===== src/rtl/adc_seq_pkg.sv =====
package adc_seq_pkg;

    localparam int unsigned CMD_FRAME_W = 16;

    typedef enum logic [1:0] {
        SCAN_OFF  = 2'd0,
        SCAN_IN0  = 2'd1,
        SCAN_IN1  = 2'd2,
        SCAN_BOTH = 2'd3
    } scan_mode_e;

    typedef enum logic [2:0] {
        ST_IDLE,
        ST_PRIME,
        ST_PARK,
        ST_LEAD,
        ST_TAIL
    } seq_state_e;

    typedef struct packed {
        logic       ext_ref;
        logic       dual;
        logic [1:0] pm;
    } seq_cfg_t;

    // control byte: bit5 reference off, bit4 dual, bit3 input 1, bits1:0 power
    function automatic logic [7:0] ctrl_byte(seq_cfg_t c, logic in1);
        return {2'b00, ~c.ext_ref, c.dual, in1 & c.dual, 1'b0, c.pm};
    endfunction

endpackage


===== src/rtl/adc_sclk_tick.sv =====
module adc_sclk_tick #(
    parameter int DIV_W = 8
) (
    input  logic             clk,
    input  logic             rst_n,
    input  logic             load,
    input  logic             en,
    input  logic [DIV_W-1:0] div,
    output logic             tick
);

    logic [DIV_W-1:0] cnt;

    always_ff @(posedge clk or negedge rst_n) begin
        if (!rst_n) begin
            cnt <= '0;
        end else if (load) begin
            cnt <= div;
        end else if (en) begin
            cnt <= (cnt == '0) ? div : cnt - 1'b1;
        end
    end

    assign tick = en && (cnt == '0);

endmodule


===== src/rtl/adc_spi_frame.sv =====
module adc_spi_frame #(
    parameter int DIV_W   = 8,
    parameter int FRAME_W = 16,
    parameter int RES_W   = 12
) (
    input  logic               clk,
    input  logic               rst_n,
    input  logic               start,
    input  logic [DIV_W-1:0]   div,
    input  logic [FRAME_W-1:0] tx_word,
    input  logic               miso,
    output logic               ready,
    output logic               done,
    output logic [RES_W-1:0]   rx_res,
    output logic               sclk,
    output logic               cs_n,
    output logic               mosi
);

    localparam int PH_W = $clog2(2 * FRAME_W + 1);
    localparam logic [PH_W-1:0] LAST_PH = PH_W'(2 * FRAME_W - 1);

    logic               busy;
    logic [PH_W-1:0]    ph;
    logic [FRAME_W-1:0] tx_sr;
    logic [RES_W-1:0]   rx_sr;
    logic               tick;

    adc_sclk_tick #(.DIV_W(DIV_W)) u_tick (
        .clk   (clk),
        .rst_n (rst_n),
        .load  (start && !busy),
        .en    (busy),
        .div   (div),
        .tick  (tick)
    );

    always_ff @(posedge clk or negedge rst_n) begin
        if (!rst_n) begin
            busy  <= 1'b0;
            ph    <= '0;
            tx_sr <= '0;
            rx_sr <= '0;
            sclk  <= 1'b0;
            cs_n  <= 1'b1;
            done  <= 1'b0;
        end else begin
            done <= 1'b0;
            if (!busy) begin
                if (start) begin
                    busy  <= 1'b1;
                    cs_n  <= 1'b0;
                    sclk  <= 1'b0;
                    ph    <= '0;
                    tx_sr <= tx_word;
                end
            end else if (tick) begin
                ph <= ph + 1'b1;
                if (!ph[0]) begin
                    // rising edge: capture; old upper bits fall off the top
                    sclk  <= 1'b1;
                    rx_sr <= {rx_sr[RES_W-2:0], miso};
                end else begin
                    sclk <= 1'b0;
                    if (ph == LAST_PH) begin
                        busy <= 1'b0;
                        cs_n <= 1'b1;
                        done <= 1'b1;
                    end else begin
                        tx_sr <= {tx_sr[FRAME_W-2:0], 1'b0};
                    end
                end
            end
        end
    end

    assign ready  = !busy;
    assign rx_res = rx_sr;
    assign mosi   = !cs_n && tx_sr[FRAME_W-1];

endmodule


===== src/rtl/adc_scan_seq.sv =====
module adc_scan_seq
    import adc_seq_pkg::*;
#(
    parameter int DIV_W = 8,
    parameter int RES_W = 12
) (
    input  logic             clk,
    input  logic             rst_n,
    input  logic             trig,
    input  logic [1:0]       scan_mode,
    input  logic             dual_en,
    input  logic             ext_ref,
    input  logic [1:0]       pwr_mode,
    input  logic [DIV_W-1:0] clk_div,
    output logic             sclk,
    output logic             cs_n,
    output logic             mosi,
    input  logic             miso,
    output logic [RES_W-1:0] sample,
    output logic             sample_valid,
    output logic             sample_tag,
    output logic             overrun
);

    localparam int FRAME_W = CMD_FRAME_W;

    seq_state_e       state, nxt;
    scan_mode_e       act_mode, req_mode;
    seq_cfg_t         cfg_q;
    logic [DIV_W-1:0] div_q;
    logic             dev_ptr;

    logic             take_mode;
    logic             in_frame;
    logic             frame_ch;
    logic             eng_ready, eng_done, go;
    logic [RES_W-1:0] rx_res;
    logic [FRAME_W-1:0] tx_word;

    assign req_mode = scan_mode_e'(scan_mode);

    // next-state logic
    always_comb begin
        nxt       = state;
        take_mode = 1'b0;
        in_frame  = 1'b0;
        frame_ch  = 1'b0;
        unique case (state)
            ST_IDLE: begin
                if (req_mode != act_mode) begin
                    take_mode = 1'b1;
                    if (req_mode == SCAN_OFF)
                        nxt = ST_PARK;
                    else if (dev_ptr != (req_mode == SCAN_IN1))
                        nxt = ST_PRIME;
                end else if (trig && act_mode != SCAN_OFF) begin
                    nxt = ST_LEAD;
                end
            end
            ST_PRIME: begin
                in_frame = 1'b1;
                frame_ch = (act_mode == SCAN_IN1);
                if (eng_done) nxt = ST_IDLE;
            end
            ST_PARK: begin
                in_frame = 1'b1;
                frame_ch = 1'b0;
                if (eng_done) nxt = ST_IDLE;
            end
            ST_LEAD: begin
                in_frame = 1'b1;
                frame_ch = (act_mode != SCAN_IN0);
                if (eng_done) nxt = (act_mode == SCAN_BOTH) ? ST_TAIL : ST_IDLE;
            end
            ST_TAIL: begin
                in_frame = 1'b1;
                frame_ch = 1'b0;
                if (eng_done) nxt = ST_IDLE;
            end
            default: nxt = ST_IDLE;
        endcase
    end

    // state register
    always_ff @(posedge clk or negedge rst_n) begin
        if (!rst_n) state <= ST_IDLE;
        else        state <= nxt;
    end

    // registered outputs and context
    always_ff @(posedge clk or negedge rst_n) begin
        if (!rst_n) begin
            act_mode     <= SCAN_OFF;
            cfg_q        <= '0;
            div_q        <= '0;
            dev_ptr      <= 1'b0;
            sample       <= '0;
            sample_valid <= 1'b0;
            sample_tag   <= 1'b0;
            overrun      <= 1'b0;
        end else begin
            sample_valid <= 1'b0;
            overrun      <= trig && !(state == ST_IDLE && !take_mode);
            if (take_mode) act_mode <= req_mode;
            if (state == ST_IDLE && nxt != ST_IDLE) begin
                cfg_q <= '{ext_ref: ext_ref, dual: dual_en, pm: pwr_mode};
                div_q <= clk_div;
            end
            if (eng_done && in_frame) dev_ptr <= frame_ch & cfg_q.dual;
            if (eng_done && (state == ST_LEAD || state == ST_TAIL)) begin
                sample_valid <= 1'b1;
                sample       <= rx_res;
                sample_tag   <= (state == ST_TAIL) || (act_mode == SCAN_IN1);
            end
        end
    end

    assign go      = in_frame && eng_ready && !eng_done;
    assign tx_word = {ctrl_byte(cfg_q, frame_ch), 8'h00};

    adc_spi_frame #(
        .DIV_W   (DIV_W),
        .FRAME_W (FRAME_W),
        .RES_W   (RES_W)
    ) u_frame (
        .clk     (clk),
        .rst_n   (rst_n),
        .start   (go),
        .div     (div_q),
        .tx_word (tx_word),
        .miso    (miso),
        .ready   (eng_ready),
        .done    (eng_done),
        .rx_res  (rx_res),
        .sclk    (sclk),
        .cs_n    (cs_n),
        .mosi    (mosi)
    );

endmodule


===== config.mk =====
export PLATFORM = sky130hd
export DESIGN_NAME = adc_scan_seq
export DESIGN_NICKNAME = d
export VERILOG_FILES = /design/src/rtl/adc_seq_pkg.sv /design/src/rtl/adc_sclk_tick.sv /design/src/rtl/adc_spi_frame.sv /design/src/rtl/adc_scan_seq.sv
export SDC_FILE = /design/constraint.sdc
export NUM_CORES = 1
export LEC_CHECK = 0
export CAP_MARGIN = 0
export CORE_AREA = 5 5 88 90
export CTS_CLUSTER_DIAMETER = 50
export CTS_CLUSTER_SIZE = 28
export DETAILED_ROUTE_END_ITERATION = 6
export DIE_AREA = 0 0 93 95
export GPL_TIMING_DRIVEN = 0
export MAX_ROUTING_LAYER = met4
export PLACE_DENSITY = 0.88
export SYNTH_ARGS = -nofsm -noshare
export SYNTH_HDL_FRONTEND = slang
export SYNTH_HIERARCHICAL = 1
export SYNTH_SLANG_ARGS = --single-unit

===== constraint.sdc =====
create_clock -name clk -period 3.56 [get_ports clk]
set_input_delay 0.534 -clock clk [delete_from_list [all_inputs] [get_ports clk]]
set_output_delay 0.534 -clock clk [all_outputs]
set_load 0.1 [all_outputs]

==> flow_summary_export.csv, run 1 <==
group,metric,value,unit
synthesis,synth_warnings,6,
layout,layout-drive-gt1-share,32.87,%
sta,rsz0062_at_grt,"false",
synthesis,synthSimpleGateAreaFrac,11.12,%
clocking,cts_hold_buf,0,
setup_path,reg2reg_depth,9,
layout,final_common_cell,"dfrtp_1",
floorplanning,num_rows,31,
floorplanning,dieWidth,93,um
synthesis,synth_top_family_by_area,"multiplexers",
placement,port-buffer-count,33,
setup_path,arrival,3.05,ns
setup_path,reg2reg_slack,0.75,ns
global_routing,antenna_found_initial,0,
layout,utilization,65.07,%
sta,tns,0,ns
setup_path,crit_path_start_kind,"flip-flop",
synthesis,syn_inst,302,
pwr,powerDensity,515.5,nW/um^2
clocking,cts_made_buffers,9,
synthesis,yosysSeqAreaShare,50.62,%
synthesis,synth_adder_area_share,0.9728,%
global_routing,grt-ovfl-total,0,
drt,dr_total_vias,2515,
synthesis,mappedNetlistArea,3859,sq um
sta,period_needed,2.808,ns
synthesis,synthArstFlopShare,100.0,%
global_routing,grt_pass1_vias,2596,
placement,dp_hpwl,5.073,mm
layout,n_fill_cell,498,
drt,drt-total-wl,7.396,mm
global_routing,met3_usage,4.382,%
synthesis,synth_seq_cells,78,
floorplanning,die_h,95,um
placement,place_congestion,0.8120,
clocking,cts_resized,0,
drt,viasPerCell,5.664,
synthesis,synth-compound-area-share,8.042,%
drt,drtIter0Drc,113,
flow_run,maxCapViolations,0,
global_routing,use_met2,29.27,%
clocking,cts_tree,"yes",
status,status,"completed",
layout,num_antenna_cells,0,
synthesis,synthMuxAreaShare,23.54,%
global_routing,grt.busiest_layer,"met2",
setup_path,worstSetupEndpointType,"flip-flop",
clocking,cts_setup_buffers,0,
floorplanning,die_area,8835,sq um
drt,first_pass_iters,4,
sta,setup_viol,0,
drt,drc_errors,0,
sta,hold_viol,0,
layout,nets,378,
sta,maxClockFrequency,356.1,MHz
setup_path,rr_startpoint,"state[0]$_DFF_PN0_",
global_routing,grt_max_degree,47,
clocking,clkLatencyLatePin,0.36,ns
setup_path,path_cells,"or3_2, clkbuf_1, and4b_1, nand2b_1, buf_4, nand2_2, o32ai_4, buf_6, mux2_4",
pwr,total_power,2.342,mW
synthesis,synth_flop_cell,"dfrtp_1",
floorplanning,initial_core_util,55.27,%
sta,fin_crit_sh,78.89,%
synthesis,synth_edf_count,0,
global_routing,grt_first_pass_wirelength,12.50,mm
setup_path,cp_max_fo,10,
clocking,clockBufferDepth,2,
floorplanning,core,6982,sq um
sta,worst-slew-pin-transition,0.9802,ns
global_routing,grtUsageTotal,18.62,%
hold_path,hp-class,"input port to async pin",
pwr,p_leak,2.131,nW
clocking,cts.clk_slew.worst_paths,0.09,ns
synthesis,syn_area_per_cell,12.78,sq um
clocking,cts_sinks,78,
placement,dpl.cell_count,428,
pwr,ir_drop,0.4031,mV
clocking,htreeDepth,3,
layout,layout_common_cells,"dfrtp_1 (77), mux2_2 (50), clkdlybuf4s50_1 (32)",
drt,post_drt_wl_per_cell,16.66,um
sta,fin_skew,0.01162,ns
clocking,cts_root_buffer,"clkbuf_8",
synthesis,synth_cell_types,60,
drt,drtAntennaViolNets,0,
sta,slew_headroom,34.45,%
sta,finalMaxSlewViolations,0,
setup_path,regToRegEndpoint,"u_frame/tx_sr[5]$_DFFE_PN0P_",
layout,synthToLayoutAreaGrowth,17.74,%
layout,instances_no_fill,444,
setup_path,cp_slowest_cell,"or3_2",
global_routing,grt_use_met1,23.13,%
synthesis,synth_xor_area_share,0.6485,%
setup_path,max_stage_delay,0.47,ns
setup_path,crit_required,3.80,ns
floorplanning,ios,36,
setup_path,path_class,"flip-flop to flip-flop",
==> layer usage <==
layer,vias to the layer above,wire [um]
li1,1180,-
met1,1270,3278
met2,50,3687
met3,15,267
met4,0,161
met5,-,0
==> cell usage after synthesis, types with 3 or more instances <==
| cell type | instances | area share, % |
|---|---|---|
| mux2i_1 | 6 | 1.6 |
| nand4_1 | 3 | 0.49 |
| nor3_1 | 3 | 0.39 |
| a21oi_1 | 6 | 0.78 |
| mux2_4 | 19 | 7.4 |
| buf_2 | 4 | 0.52 |
| nand2b_1 | 4 | 0.65 |
| inv_1 | 13 | 1.3 |
| o22a_1 | 4 | 0.91 |
| nand2_1 | 16 | 1.6 |
| mux2_2 | 50 | 15 |
| a211oi_1 | 3 | 0.58 |
| nor2_1 | 16 | 1.6 |
| nand4b_1 | 3 | 0.68 |
| buf_6 | 6 | 1.8 |
| nand3_1 | 10 | 1.3 |
| ha_1 | 3 | 0.97 |
| dfrtp_1 | 77 | 50 |
| o21ai_0 | 5 | 0.65 |
| clkbuf_1 | 3 | 0.29 |
==> critical path, delay by kind of cell, from the launching register on <==
kind | cells | cell delay [ns]
multiplexers | 1 | 0.32
AO/OA/AOI/OAI | 1 | 0.39
buffers and inverters | 3 | 0.63
AND/OR/NAND/NOR | 4 | 0.91
flip-flops | 1 | 0.45
==> layout make-up <==
class / count / area (sq um) / share of cell area [%]
well taps: 82 / 102.6 / 2.258
repair buffers: 34 / 355.3 / 7.822
plain buffers: 17 / 142.6 / 3.140
clock inverters: 6 / 51.30 / 1.129
clock buffers: 10 / 137.6 / 3.029
multi-input cells: 204 / 1752 / 38.56
flip-flops and latches: 78 / 1953 / 42.99
inverters: 13 / 48.80 / 1.074
==> where the power goes <==
group          internal [mW]  total, mW  switching (mW)
logic                  0.289      0.560           0.271
clock network          0.282      0.630           0.348
registers               1.02       1.15           0.128
==> cell families after synthesis <==
kind of cell / after synthesis
flip-flops: 78
multiplexers: 75
AND/OR/NAND/NOR: 75
AO/OA/AOI/OAI: 38
buffers and inverters: 30
adder cells (fa/ha/maj): 3
XOR/XNOR: 2
other: 1
==> per-stage QoR <==
stage / hold slack [ns] / worst slack (ns) / area [sq um]
final: 0.1150 / 0.7516 / 4543
after global routing: 0.1284 / 0.5838 / 4543
after CTS: 0.1084 / 0.7425 / 4543
after detailed placement: 0.4696 / 0.7677 / 4354
after global placement: 0.4513 / -0.6614 / 4329
after floorplan: 0.2384 / 1.075 / 3896
==> state kept, by name, indices dropped and copies added, names as in the netlist <==
signal              count
u_frame/u_tick/cnt      8
sample                 12
state                   3
u_frame/busy            1
overrun                 1
cfg_q                   4
sample_valid            1
u_frame/rx_res         12
u_frame/done            1
u_frame/tx_sr          16
u_frame/cs_n            1
dev_ptr                 1
sample_tag              1
div_q                   8
u_frame/ph              6
act_mode                2
==> worst max path at each step <==
stage / start / end / slack (ns) / cells past startpoint
5_1_grt: state[0]$_DFF_PN0_ / u_frame/tx_sr[5]$_DFFE_PN0P_ / 0.58 / 9
3_5_place_dp: state[0]$_DFF_PN0_ / u_frame/tx_sr[5]$_DFFE_PN0P_ / 0.77 / 9
4_1_cts: state[0]$_DFF_PN0_ / u_frame/tx_sr[5]$_DFFE_PN0P_ / 0.74 / 9
2_1_floorplan: state[0]$_DFF_PN0_ / u_frame/tx_sr[1]$_DFFE_PN0P_ / 1.07 / 9
3_3_place_gp: rst_n / act_mode[0]$_DFFE_PN0P_ / -0.66 / 1
6_report: state[0]$_DFF_PN0_ / u_frame/tx_sr[5]$_DFFE_PN0P_ / 0.75 / 9
Note: power is estimated with default switching activity, not from simulation.
==> run 2: changes to the inputs <==
==> constraint.sdc (replaced) <==
create_clock -name clk -period 2.9 [get_ports clk]
set_input_delay 0.435 -clock clk [delete_from_list [all_inputs] [get_ports clk]]
set_output_delay 0.435 -clock clk [all_outputs]
set_load 0.1 [all_outputs]
==> run 2 against run 1 <==
Critical path depth rose by 1; design area grew 0.41%; maximum frequency increased by 2.8%; worst hold slack worse by 0.098 ns; combinational power rose by 23%; die area is the same; count of clock-buffer cells in the layout unchanged; wire length increased by 0.92%; critical endpoint unchanged.
==> flow_summary_export.csv, run 2 (synthesis results as in run 1) <==
group,metric,value,unit
floorplanning,dieWidth,93,um
sta,worst-slew-pin-transition,0.9798,ns
setup_path,path_class,"flip-flop to flip-flop",
layout,layout-drive-gt1-share,33.52,%
layout,final_common_cell,"dfrtp_1",
drt,first_pass_iters,4,
global_routing,grt_first_pass_wirelength,12.50,mm
clocking,cts.clk_slew.worst_paths,0.09,ns
pwr,p_leak,2.142,nW
floorplanning,die_h,95,um
drt,drtAntennaViolNets,0,
layout,synthToLayoutAreaGrowth,18.22,%
drt,drtIter0Drc,122,
clocking,cts_made_buffers,9,
drt,post_drt_wl_per_cell,16.74,um
layout,instances_no_fill,446,
global_routing,grt_pass1_vias,2596,
layout,n_fill_cell,492,
layout,largest_reg_flops,16,
drt,drt-total-wl,7.464,mm
placement,port-buffer-count,33,
layout,utilization,65.34,%
clocking,cts_sinks,78,
setup_path,reg2reg_depth,10,
sta,hold_slack,0.01719,ns
layout,num_antenna_cells,0,
pwr,combPwrFrac,24.0,%
clocking,clkLatencyLatePin,0.35,ns
drt,drc_errors,0,
layout,largest-register,"u_frame/tx_sr",
global_routing,grt_max_degree,47,
floorplanning,initial_core_util,55.27,%
sta,slew_headroom,34.47,%
pwr,switching_share,31.85,%
clocking,htreeDepth,3,
layout,multi_input_comb_area,1752,sq um
setup_path,crit_path_start_kind,"flip-flop",
placement,dp_hpwl,5.073,mm
pwr,intPower,1.959,mW
setup_path,reg2reg_slack,0.17,ns
layout,nets,380,
clocking,cts_root_buffer,"clkbuf_8",
placement,dpl.cell_count,428,
floorplanning,core,6982,sq um
flow_run,maxCapViolations,0,
global_routing,antenna_found_initial,0,
floorplanning,num_rows,31,
sta,setup_viol,0,
sta,maxClockFrequency,366.1,MHz
pwr,powerDensity,630.1,nW/um^2
sta,fin_skew,0.01199,ns
pwr,ir_drop,0.4955,mV
sta,hold_viol,0,
setup_path,cp_max_fo,10,
drt,dr_total_vias,2498,
clocking,cts_tree,"yes",
setup_path,worstSetupEndpointType,"flip-flop",
setup_path,rr_startpoint,"u_frame/busy$_DFF_PN0_",
clocking,clockBufferDepth,2,
placement,place_congestion,0.8120,
global_routing,grt-ovfl-total,0,
sta,rsz0062_at_grt,"false",
floorplanning,die_area,8835,sq um
setup_path,regToRegEndpoint,"u_frame/tx_sr[5]$_DFFE_PN0P_",
status,status,"completed",
layout,layout_common_cells,"dfrtp_1 (77), mux2_2 (50), clkdlybuf4s50_1 (32)",
sta,fin_crit_sh,94.19,%
pwr,p_sw,0.9156,mW
global_routing,grtUsageTotal,18.62,%
layout,regArea,1953,sq um
setup_path,crit_required,3.14,ns
setup_path,arrival,2.97,ns
floorplanning,ios,36,
pwr,power_frac_seq,49.2,%
sta,tns,0,ns
drt,viasPerCell,5.601,
sta,finalMaxSlewViolations,0,
sta,period_needed,2.731,ns
clocking,cts_hold_buf,0,
pwr,clockPowerShare,26.9,%
hold_path,hp-class,"input port to async pin",
pwr,total_power,2.875,mW
## run 2: cell types whose count changed in the layout (fill, tap and decap cells not counted), sizes merged
cell	delta
buf	+3
clkbuf	-1
## run 2: area by class of cell
type,count,share of cell area [%]
clock buffers,10,3.017
repair buffers,37,8.283
flip-flops and latches,78,42.81
well taps,82,2.249
clock inverters,6,1.125
multi-input cells,204,38.40
inverters,13,1.070
plain buffers,16,3.044
## run 2: how the worst max path moves through the flow
stage	endpoint	start	slack, ns	cells past startpoint
2_1_floorplan	u_frame/tx_sr[1]$_DFFE_PN0P_	state[0]$_DFF_PN0_	0.41	9
3_3_place_gp	act_mode[0]$_DFFE_PN0P_	rst_n	-1.22	1
6_report	u_frame/tx_sr[5]$_DFFE_PN0P_	u_frame/busy$_DFF_PN0_	0.17	10
3_5_place_dp	u_frame/tx_sr[5]$_DFFE_PN0P_	state[0]$_DFF_PN0_	0.11	9
5_1_grt	u_frame/tx_sr[5]$_DFFE_PN0P_	u_frame/busy$_DFF_PN0_	0.009	10
4_1_cts	u_frame/tx_sr[5]$_DFFE_PN0P_	state[0]$_DFF_PN0_	0.08	9
## run 2: layer usage
layer | track usage (%) | wire, um | vias up
met5 | - | 0 | -
met1 | 23.13 | 3297 | 1263
li1 | - | - | 1182
met4 | 8.059 | 144 | 0
met2 | 29.27 | 3777 | 38
met3 | 4.382 | 244 | 15
## run 2: stage by stage
step / area (sq um) / setup slack, ns
2_1_floorplan: 3896 / 0.4150
3_5_place_dp: 4354 / 0.1077
5_1_grt: 4562 / 0.009253
3_3_place_gp: 4329 / -1.222
6_report: 4562 / 0.1685
4_1_cts: 4543 / 0.08247
## run 2: power groups by stage
stage	Clock [mW]	Sequential (mW)	Combinational, mW
after floorplan	0	1.44	0.481
after global placement	0	1.41	0.646
after detailed placement	0	1.43	0.680
after CTS	0.796	1.41	0.690
after global routing	0.843	1.43	0.749
final	0.772	1.41	0.689
## run 2: timing repair
action / 4_1_cts / 5_1_grt
endpoints found under the setup margin: 0 / 9
setup buffers: 0 / 3
resized for setup: 0 / 0
## run 2: worst max-delay path: stages (launching register included)
cell,delay [ns]
dfrtp_1,0.52
buf_2,0.32
buf_2,0.29
inv_1,0.06
and4b_1,0.19
nand2b_1,0.07
buf_4,0.15
nand2_2,0.09
o32ai_4,0.38
buf_6,0.23
mux2_4,0.32
==> run 3: changes to the inputs <==
--- a/config.mk
+++ b/config.mk
@@ -6,14 +6,14 @@
 export NUM_CORES = 1
 export LEC_CHECK = 0
 export CAP_MARGIN = 0
-export CORE_AREA = 5 5 88 90
+export CORE_AREA = 5 5 90 92
 export CTS_CLUSTER_DIAMETER = 50
 export CTS_CLUSTER_SIZE = 28
 export DETAILED_ROUTE_END_ITERATION = 6
-export DIE_AREA = 0 0 93 95
+export DIE_AREA = 0 0 95 97
 export GPL_TIMING_DRIVEN = 0
 export MAX_ROUTING_LAYER = met4
-export PLACE_DENSITY = 0.88
+export PLACE_DENSITY = 0.85
 export SYNTH_ARGS = -nofsm -noshare
 export SYNTH_HDL_FRONTEND = slang
 export SYNTH_HIERARCHICAL = 1
==> run 3 against run 2 <==
Clock power up 2%; critical path depth down 1; final cell count up 4.3%; critical endpoint is now u_frame/tx_sr[4]$_DFFE_PN0P_; largest cell class unchanged; design area up 0.60%; worst hold slack better by 0.019 ns.
==> flow_summary_export.csv, run 3 (synthesis results as in run 1) <==
group,metric,value,unit
status,status,"completed",
layout,num_antenna_cells,0,
pwr,total_power,2.876,mW
layout,largest_reg_flops,16,
sta,hold_viol,0,
drt,first_pass_iters,4,
sta,setup_viol,0,
floorplanning,ios,36,
setup_path,path_cells,"or3_2, clkbuf_1, and4b_1, nand2b_1, buf_4, nand2_2, o32ai_4, buf_6, mux2_4",
sta,slew_headroom,34.09,%
sta,worst-slew-pin-transition,0.9855,ns
floorplanning,initial_core_util,54.07,%
sta,maxClockFrequency,360.7,MHz
layout,final_common_cell,"dfrtp_1",
placement,placed_cell_area,4368,sq um
global_routing,grt-ovfl-total,0,
global_routing,grtUsageTotal,17.07,%
setup_path,cp.depth,9,
global_routing,grt_pass1_vias,2604,
pwr,ir_drop,0.3473,mV
floorplanning,die_area,9215,sq um
layout,nets,382,
clocking,cts.clk_slew.worst_paths,0.09,ns
setup_path,worst-path-buf-inv,3,
clocking,cts_tree,"yes",
clocking,cts_made_buffers,9,
setup_path,path_class,"flip-flop to flip-flop",
floorplanning,num_rows,31,
sta,fin_crit_sh,95.59,%
drt,post_drt_wl_per_cell,15.56,um
setup_path,crit_path_start_kind,"flip-flop",
setup_path,cp_max_fo,10,
pwr,p_leak,2.138,nW
sta,fin_ws,0.1278,ns
hold_path,hp-class,"input port to async pin",
setup_path,arrival,3.00,ns
sta,fin_skew,0.01294,ns
setup_path,reg2reg_depth,9,
drt,drtAntennaViolNets,0,
global_routing,grt_max_degree,44,
floorplanning,die_h,97,um
flow_run,maxCapViolations,0,
floorplanning,dieWidth,95,um
layout,final_area,4589,sq um
placement,dp_hpwl,5.098,mm
global_routing,antenna_found_initial,0,
layout,utilization,64.31,%
drt,dr_total_vias,2519,
clocking,clkLatencyLatePin,0.35,ns
setup_path,max_stage_delay,0.46,ns
setup_path,crit_required,3.13,ns
layout,synthToLayoutAreaGrowth,18.94,%
clocking,htreeDepth,3,
sta,rsz0062_at_grt,"false",
pwr,powerDensity,626.7,nW/um^2
setup_path,cp_slowest_cell,"or3_2",
clocking,clockBufferDepth,2,
layout,largest-register,"u_frame/tx_sr",
sta,hold_slack,0.03661,ns
clocking,cts_root_buffer,"clkbuf_8",
setup_path,critical_path.top_delay_family,"simple AND/OR/NAND/NOR gates",
sta,finalMaxSlewViolations,0,
placement,port-buffer-count,33,
drt,drc_errors,0,
drt,drt-total-wl,7.236,mm
clocking,cts_hold_buf,0,
floorplanning,core,7137,sq um
placement,pre_cts_ws,0.1167,ns
layout,layout-drive-gt1-share,33.61,%
drt,drtIter0Drc,104,
placement,place_congestion,0.8367,
sta,period_needed,2.772,ns
drt,viasPerCell,5.417,
clocking,cts_sinks,78,
global_routing,grt_first_pass_wirelength,12.25,mm
setup_path,worstSetupEndpointType,"flip-flop",
layout,layout_common_cells,"dfrtp_1 (76), mux2_2 (50), clkdlybuf4s50_1 (32)",
[run 3: changes by cell type in the layout (fill, tap and decap cells not counted), sizes merged]
| cell | before | now |
|---|---|---|
| inv | 16 | 13 |
| clkinvlp | 1 | 3 |
| buf | 16 | 17 |
| bufinv | 0 | 1 |
| clkbuf | 14 | 15 |
[run 3: metal layers]
| layer | GRT usage [%] | routed length [um] |
|---|---|---|
| met1 | 21.26 | 3213 |
| met2 | 26.41 | 3543 |
| met3 | 4.267 | 274 |
| met4 | 6.992 | 205 |
| met5 | - | 0 |
[run 3: per-stage QoR]
step                setup TNS (ns)  cells
floorplan                        0    312
global placement            -97.35    444
detailed placement               0    445
CTS                              0    461
global route                     0    465
finish                           0    465
[run 3: cell type report]
cell class              count  area (sq um)
plain buffers              17         142.6
clock buffers              10         127.6
clock inverters             6         62.56
fillers                   548          2547
inverters                  13         48.80
multi-input cells         204          1752
flip-flops and latches     78          1954
well taps                  99         123.9
repair buffers             38         377.9
[run 3: worst paths after layout]
kind / start / slack, ns / endpoint
max in group asynchronous: rst_n / 2.22 / u_frame/cs_n$_DFFE_PN1P_
min in group clk: scan_mode[1] / 0.37 / act_mode[1]$_DFFE_PN0P_
hold reg to reg: u_frame/ph[5]$_DFFE_PN0P_ / 0.47 / u_frame/ph[5]$_DFFE_PN0P_
hold / removal: rst_n / 0.04 / cfg_q[3]$_DFFE_PN0P_
setup reg to reg: state[0]$_DFF_PN0_ / 0.13 / u_frame/tx_sr[4]$_DFFE_PN0P_
setup / recovery: state[0]$_DFF_PN0_ / 0.13 / u_frame/tx_sr[4]$_DFFE_PN0P_
[run 3: power by group]
group,switching [mW],internal [mW],leakage (nW)
clock,0.396,0.395,0.0883
combinational,0.328,0.354,1.05
sequential,0.147,1.26,0.999
[run 3: worst reg2reg max path, stage by stage, from the launching register on]
cell and delay (ns):
dfrtp_1 0.44, or3_2 0.46, clkbuf_1 0.23, and4b_1 0.27, nand2b_1 0.08, buf_4 0.16
nand2_2 0.09, o32ai_4 0.38, buf_6 0.23, mux2_4 0.31
[run 3: repair_timing]
action                     in CTS  in global routing
hold endpoints to repair        0                  0
gates resized for setup         0                  1
setup buffers                   0                  4
setup endpoints to repair       0                  9
